### src/rtl/supv_rst_ctrl.sv
module supv_rst_ctrl #(
  parameter int EN_N    = 2,
  parameter int POR_CYC = 16,
  parameter int RP1_CYC = 8,
  parameter int RP2_CYC = 12,
  parameter int CLR_CYC = 40
) (
  input  logic            clk,
  input  logic            rst_n,
  input  logic            uvlo_i,
  input  logic            vmon_low_i,
  input  logic [EN_N-1:0] reg_en_i,
  input  logic            wd1_to_i,
  input  logic            wd2_to_i,
  output logic            rst_out_n,
  output logic            cause_pd_o
);

  localparam int CMAX_A = (POR_CYC > RP1_CYC) ? POR_CYC : RP1_CYC;
  localparam int CMAX   = (CMAX_A > RP2_CYC) ? CMAX_A : RP2_CYC;
  localparam int CW     = $clog2(CMAX + 1);
  localparam int WW     = $clog2(CLR_CYC + 1);
  localparam logic [CW-1:0] POR_LAST = CW'(POR_CYC - 1);
  localparam logic [CW-1:0] RP1_LAST = CW'(RP1_CYC - 1);
  localparam logic [CW-1:0] RP2_LAST = CW'(RP2_CYC - 1);
  localparam logic [WW-1:0] CLR_LAST = WW'(CLR_CYC - 1);

  typedef enum logic [2:0] {
    S_OFF  = 3'd0,
    S_POR  = 3'd1,
    S_STBY = 3'd2,
    S_ACT  = 3'd3,
    S_RP1  = 3'd4,
    S_RP2  = 3'd5
  } st_t;

  st_t           st, st_n;
  logic [CW-1:0] cnt;
  logic [WW-1:0] wcnt;
  logic          win;
  logic          upd;

  wire all_on  = &reg_en_i;
  wire all_off = ~|reg_en_i;
  wire timed   = (st_n == S_POR) || (st_n == S_RP1) || (st_n == S_RP2);

  always_comb begin
    st_n = st;
    if (uvlo_i) st_n = S_OFF;
    else begin
      case (st)
        S_OFF:  st_n = S_POR;
        S_POR:  if (cnt == POR_LAST) st_n = S_STBY;
        S_STBY: if (all_on) st_n = S_ACT;
        S_ACT: begin
          if (wd2_to_i)                      st_n = S_RP2;
          else if (wd1_to_i || vmon_low_i)   st_n = S_RP1;
          else if (all_off)                  st_n = S_STBY;
        end
        S_RP1:  if (cnt == RP1_LAST) st_n = S_ACT;
        S_RP2:  if (cnt == RP2_LAST) st_n = S_ACT;
        default: st_n = S_OFF;
      endcase
    end
  end

  wire rel_nxt = (st_n == S_STBY) || (st_n == S_ACT);
  wire enter2  = (st == S_ACT) && (st_n == S_RP2);
  wire enter1  = (st == S_ACT) && (st_n == S_RP1);
  wire por_end = (st == S_POR) && (st_n == S_STBY);
  wire rise    = !rst_out_n && rel_nxt;

  always_ff @(posedge clk or negedge rst_n) begin
    if (!rst_n) begin
      st        <= S_OFF;
      cnt       <= '0;
      rst_out_n <= 1'b0;
    end else begin
      st        <= st_n;
      cnt       <= (st_n != st || !timed) ? '0 : cnt + 1'b1;
      rst_out_n <= rel_nxt;
    end
  end

  always_ff @(posedge clk or negedge rst_n) begin
    if (!rst_n) begin
      cause_pd_o <= 1'b0;
      win        <= 1'b0;
      wcnt       <= '0;
      upd        <= 1'b0;
    end else if (uvlo_i) begin
      cause_pd_o <= 1'b0;
      win        <= 1'b0;
      wcnt       <= '0;
      upd        <= 1'b0;
    end else if (enter2) begin
      cause_pd_o <= 1'b1;
      upd        <= 1'b1;
      win        <= 1'b0;
    end else if (enter1) begin
      if (!win) cause_pd_o <= 1'b0;
      upd <= !win;
      win <= 1'b0;
    end else if (st == S_OFF) begin
      upd <= 1'b1;
    end else if (rise) begin
      if (por_end) cause_pd_o <= 1'b0;
      win  <= upd;
      wcnt <= '0;
    end else if (win) begin
      if (wcnt == CLR_LAST) begin
        win        <= 1'b0;
        cause_pd_o <= 1'b0;
      end else begin
        wcnt <= wcnt + 1'b1;
      end
    end
  end

endmodule


### config.mk
export PLATFORM = sky130hd
export DESIGN_NAME = supv_rst_ctrl
export DESIGN_NICKNAME = d
export VERILOG_FILES = /design/src/rtl/supv_rst_ctrl.sv
export SDC_FILE = /design/constraint.sdc
export NUM_CORES = 1
export LEC_CHECK = 0
export ABC_AREA = 0
export BUFFER_PORTS_ARGS = -buffer_cell sky130_fd_sc_hd__clkbuf_2
export CAP_MARGIN = 40
export CORE_MARGIN = 1
export CORE_UTILIZATION = 57
export DETAILED_ROUTE_END_ITERATION = 12
export HOLD_SLACK_MARGIN = 0.02
export PLACE_DENSITY_LB_ADDON = 0.05
export SYNTH_ARGS = -nofsm -noshare
export SYNTH_HDL_FRONTEND = slang
export SYNTH_SLANG_ARGS = --single-unit
### constraint.sdc
create_clock -name clk -period 2.3 [get_ports clk]
set_input_delay 0.46 -clock clk [delete_from_list [all_inputs] [get_ports clk]]
set_output_delay 0.46 -clock clk [all_outputs]
set_load 0.01 [all_outputs]
==> results.json <==
{
  "relSlewSlack_pct": 62.1,
  "pre_cts_ws_ns": 0.190,
  "cp_data_arrival_time_ns": 2.35,
  "drtIter0Drc": 21,
  "path_class": "register to register",
  "ff2ff_setup_slack_ns": 0.18,
  "ioPinCount": 10,
  "portBuffers": 9,
  "drt-pass1-iter-count": 4,
  "synth_top_family_by_area": "simple AND/OR/NAND/NOR gates",
  "diodes": 0,
  "synth_top_area_share_pct": 40.8,
  "path_max_fanout": 6,
  "routedWlPerCell_um": 14.3,
  "path_delay_family": "simple AND/OR/NAND/NOR gates",
  "cp-endpoint": "wcnt[0]",
  "fillers": 157,
  "track_usage_pct": 25.6,
  "dieHeight_um": 46.0,
  "synth_compound_area_share_pct": 18.5,
  "ys.warnings.count": 0,
  "gp_congestion": 0.846,
  "fp.dieW_um": 46.0,
  "grt_max_degree": 19,
  "synthDistinctLibCells": 40,
  "grt_pass1_wl_mm": 3.75,
  "syn_to_final_growth_pct": 9.51,
  "hold_class": "input pin to asynchronous set/reset pin",
  "antenna_left": 0,
  "peakVddDrop_uv": 380,
  "vias_per_cell": 6.01,
  "synthAdderAreaFrac_pct": 3.40,
  "fmax_mhz": 472,
  "antenna_found_initial": 0,
  "slew_violations": 0,
  "critPathSlowestCell": "dfrtp_1",
  "synth_xor_area_share_pct": 4.76,
  "cp_num_buf_inv": 0,
  "clkLatencyLatePin_ns": 0.30,
  "critical_path_required_ns": 2.53,
  "outcome": "finished, final reports clean",
  "crit_top_cell": "ha_1",
  "placed_area_mm2": 0.00117,
  "synth_fp_nets": 130,
  "setup_violations": 0,
  "fin_ws_ns": 0.180,
  "cts_buffers": 3,
  "synth_edf_count": 0,
  "leakage_nw": 0.502,
  "reg2reg_depth": 8,
  "synthMuxAreaShare_pct": 1.81,
  "slowest_delay_ns": 0.41,
  "synthTopCellsByArea": "dfrtp_1, nor2_1, nor3_1, xnor2_1, ha_1",
  "synth_top_area_cell": "dfrtp_1",
  "startpoint": "cnt[0]",
  "dp.final_hpwl_mm": 1.62,
  "clkTransAtPathRegs_ns": 0.11,
  "rsz0062_at_grt": "false",
  "vias": 932,
  "skew_ns": 0.00334,
  "hold_viol_final": 0,
  "ys.flop_type": "dfrtp_1",
  "total_power_uw": 581,
  "cp-start-kind": "register",
  "route.detailed.drc": 0,
  "cts-root-buf": "clkbuf_4",
  "finalSetupTns_ns": 0,
  "die_area_mm2": 0.00212,
  "rows": 15,
  "ys_seq_area_share_pct": 40.8,
  "holdWs_ns": 0.0944,
  "syn-instance-count": 119,
  "design_area_mm2": 0.00121,
  "cts_resized": 0,
  "initial_utilization_pct": 62.6,
  "clock-sinks": 18,
  "drv_cap": 0,
  "nNetsFinal": 142,
  "htree_levels": 1,
  "ys_async_sr_fraction_pct": 100,
  "syn_avg_cell_area_um2": 9.28,
  "synth_common_cells": "dfrtp_1, nor2_1, nor3_1",
  "reg2reg_from": "cnt[0]",
  "synth-seq-cells": 18,
  "crit_chain": "ha_1 -> and3_1 -> ha_1 -> a21oi_1 -> or3b_1 -> a21oi_4 -> or2_2 -> o2bb2ai_1",
  "crit_path_end_kind": "register",
  "grt_pass1_vias": 881,
  "timing.final.crit_share_pct": 92.2,
  "routed_wl_mm": 2.21,
  "period_needed_ns": 2.12,
  "cts_tree": "built",
  "yosysMostFrequentCell": "dfrtp_1",
  "path_depth": 8,
  "layout-drive-gt1-share_pct": 16.2,
  "cts_buffer_depth": 2,
  "grt_overflow": 0,
  "post_cts_buffers": 0,
  "powerDensity_mw_per_mm2": 480,
  "synthesis.area_mm2": 0.00110,
  "cts_hold_buffers": 0,
  "rr_endpoint": "wcnt[0]",
  "core-area_mm2": 0.00176,
  "tightestPinTransition_ns": 0.563,
  "yosys.area_share.simple_pct": 26.0
}
-- worst min path at each step --
stage	to	startpoint	depth (start not counted)
after floorplan	cause_pd_o	rst_n	0
after global placement	st[2]	rst_n	1
after detailed placement	st[2]	rst_n	1
after CTS	st[0]	rst_n	1
after global routing	st[2]	rst_n	1
final	st[0]	rst_n	1
-- worst reg2reg max path, stage by stage (launching register included) --
cell and delay [ns]:
dfrtp_1 0.41, ha_1 0.26, and3_1 0.20, ha_1 0.18, a21oi_1 0.18, or3b_1 0.23, a21oi_4 0.10, or2_2 0.34
o2bb2ai_1 0.15
-- state kept, by name, summed over array words and instances (netlist names) --
signal and flops:
wcnt 6, cnt 5, st 3, cause_pd_o 1, rst_out_n 1, upd 1
win 1
-- through the flow --
stage                     utilization, %  std cells
after detailed placement            66.5        151
final                               68.6        155
after global placement              66.5        151
after floorplan                        -        119
after CTS                           68.6        155
after global routing                68.6        155
-- metal layers --
metal / track usage, % / part of all wire, % / vias up
li1: - / - / 461
met1: 32.5 / 50 / 443
met2: 41.1 / 45 / 23
met3: 5.95 / 3.0 / 5
met4: 11.2 / 1.8 / 0
met5: 0 / 0 / -
-- logic make-up after synthesis --
family,after synthesis
adders and majority gates,3
xor gates and xnor gates,6
DFF,18
AOI/OAI and AO/OA,26
muxes,2
and+or+nand+nor,53
buffers and inverters,11
-- cell type report --
class | instances | area [um2] | area share [%]
Clock buffer | 4 | 36.3 | 3.00
Tap cell | 25 | 31.3 | 2.59
Inverter | 6 | 22.5 | 1.86
Multi-Input combinational cell | 90 | 602 | 49.7
Timing Repair Buffer | 12 | 67.6 | 5.58
Sequential cell | 18 | 450 | 37.2
-- where the power goes --
group / total, mW / switching (mW) / internal, mW
Sequential: 0.327 / 0.00397 / 0.323
Combinational: 0.0561 / 0.0332 / 0.0229
Clock: 0.197 / 0.101 / 0.0965
-- cells in the final DEF, fill, tap and decap left out, types with 2 or more instances in the layout --
master / instances
nand3_1: 4
buf_4: 3
o31ai_1: 2
mux2i_1: 2
o21ai_0: 3
nor2b_1: 2
nor4_1: 2
ha_1: 3
nor3_1: 10
or2_2: 3
clkbuf_4: 3
nand2_1: 2
nor3b_1: 2
inv_1: 6
or3b_1: 2
dfrtp_1: 18
a21oi_1: 6
o2bb2ai_1: 3
nor2_1: 15
xnor2_1: 5
nand3b_1: 4
nand2b_1: 2
nand4_1: 2
clkbuf_2: 9
(Power assumes the default switching activity.)
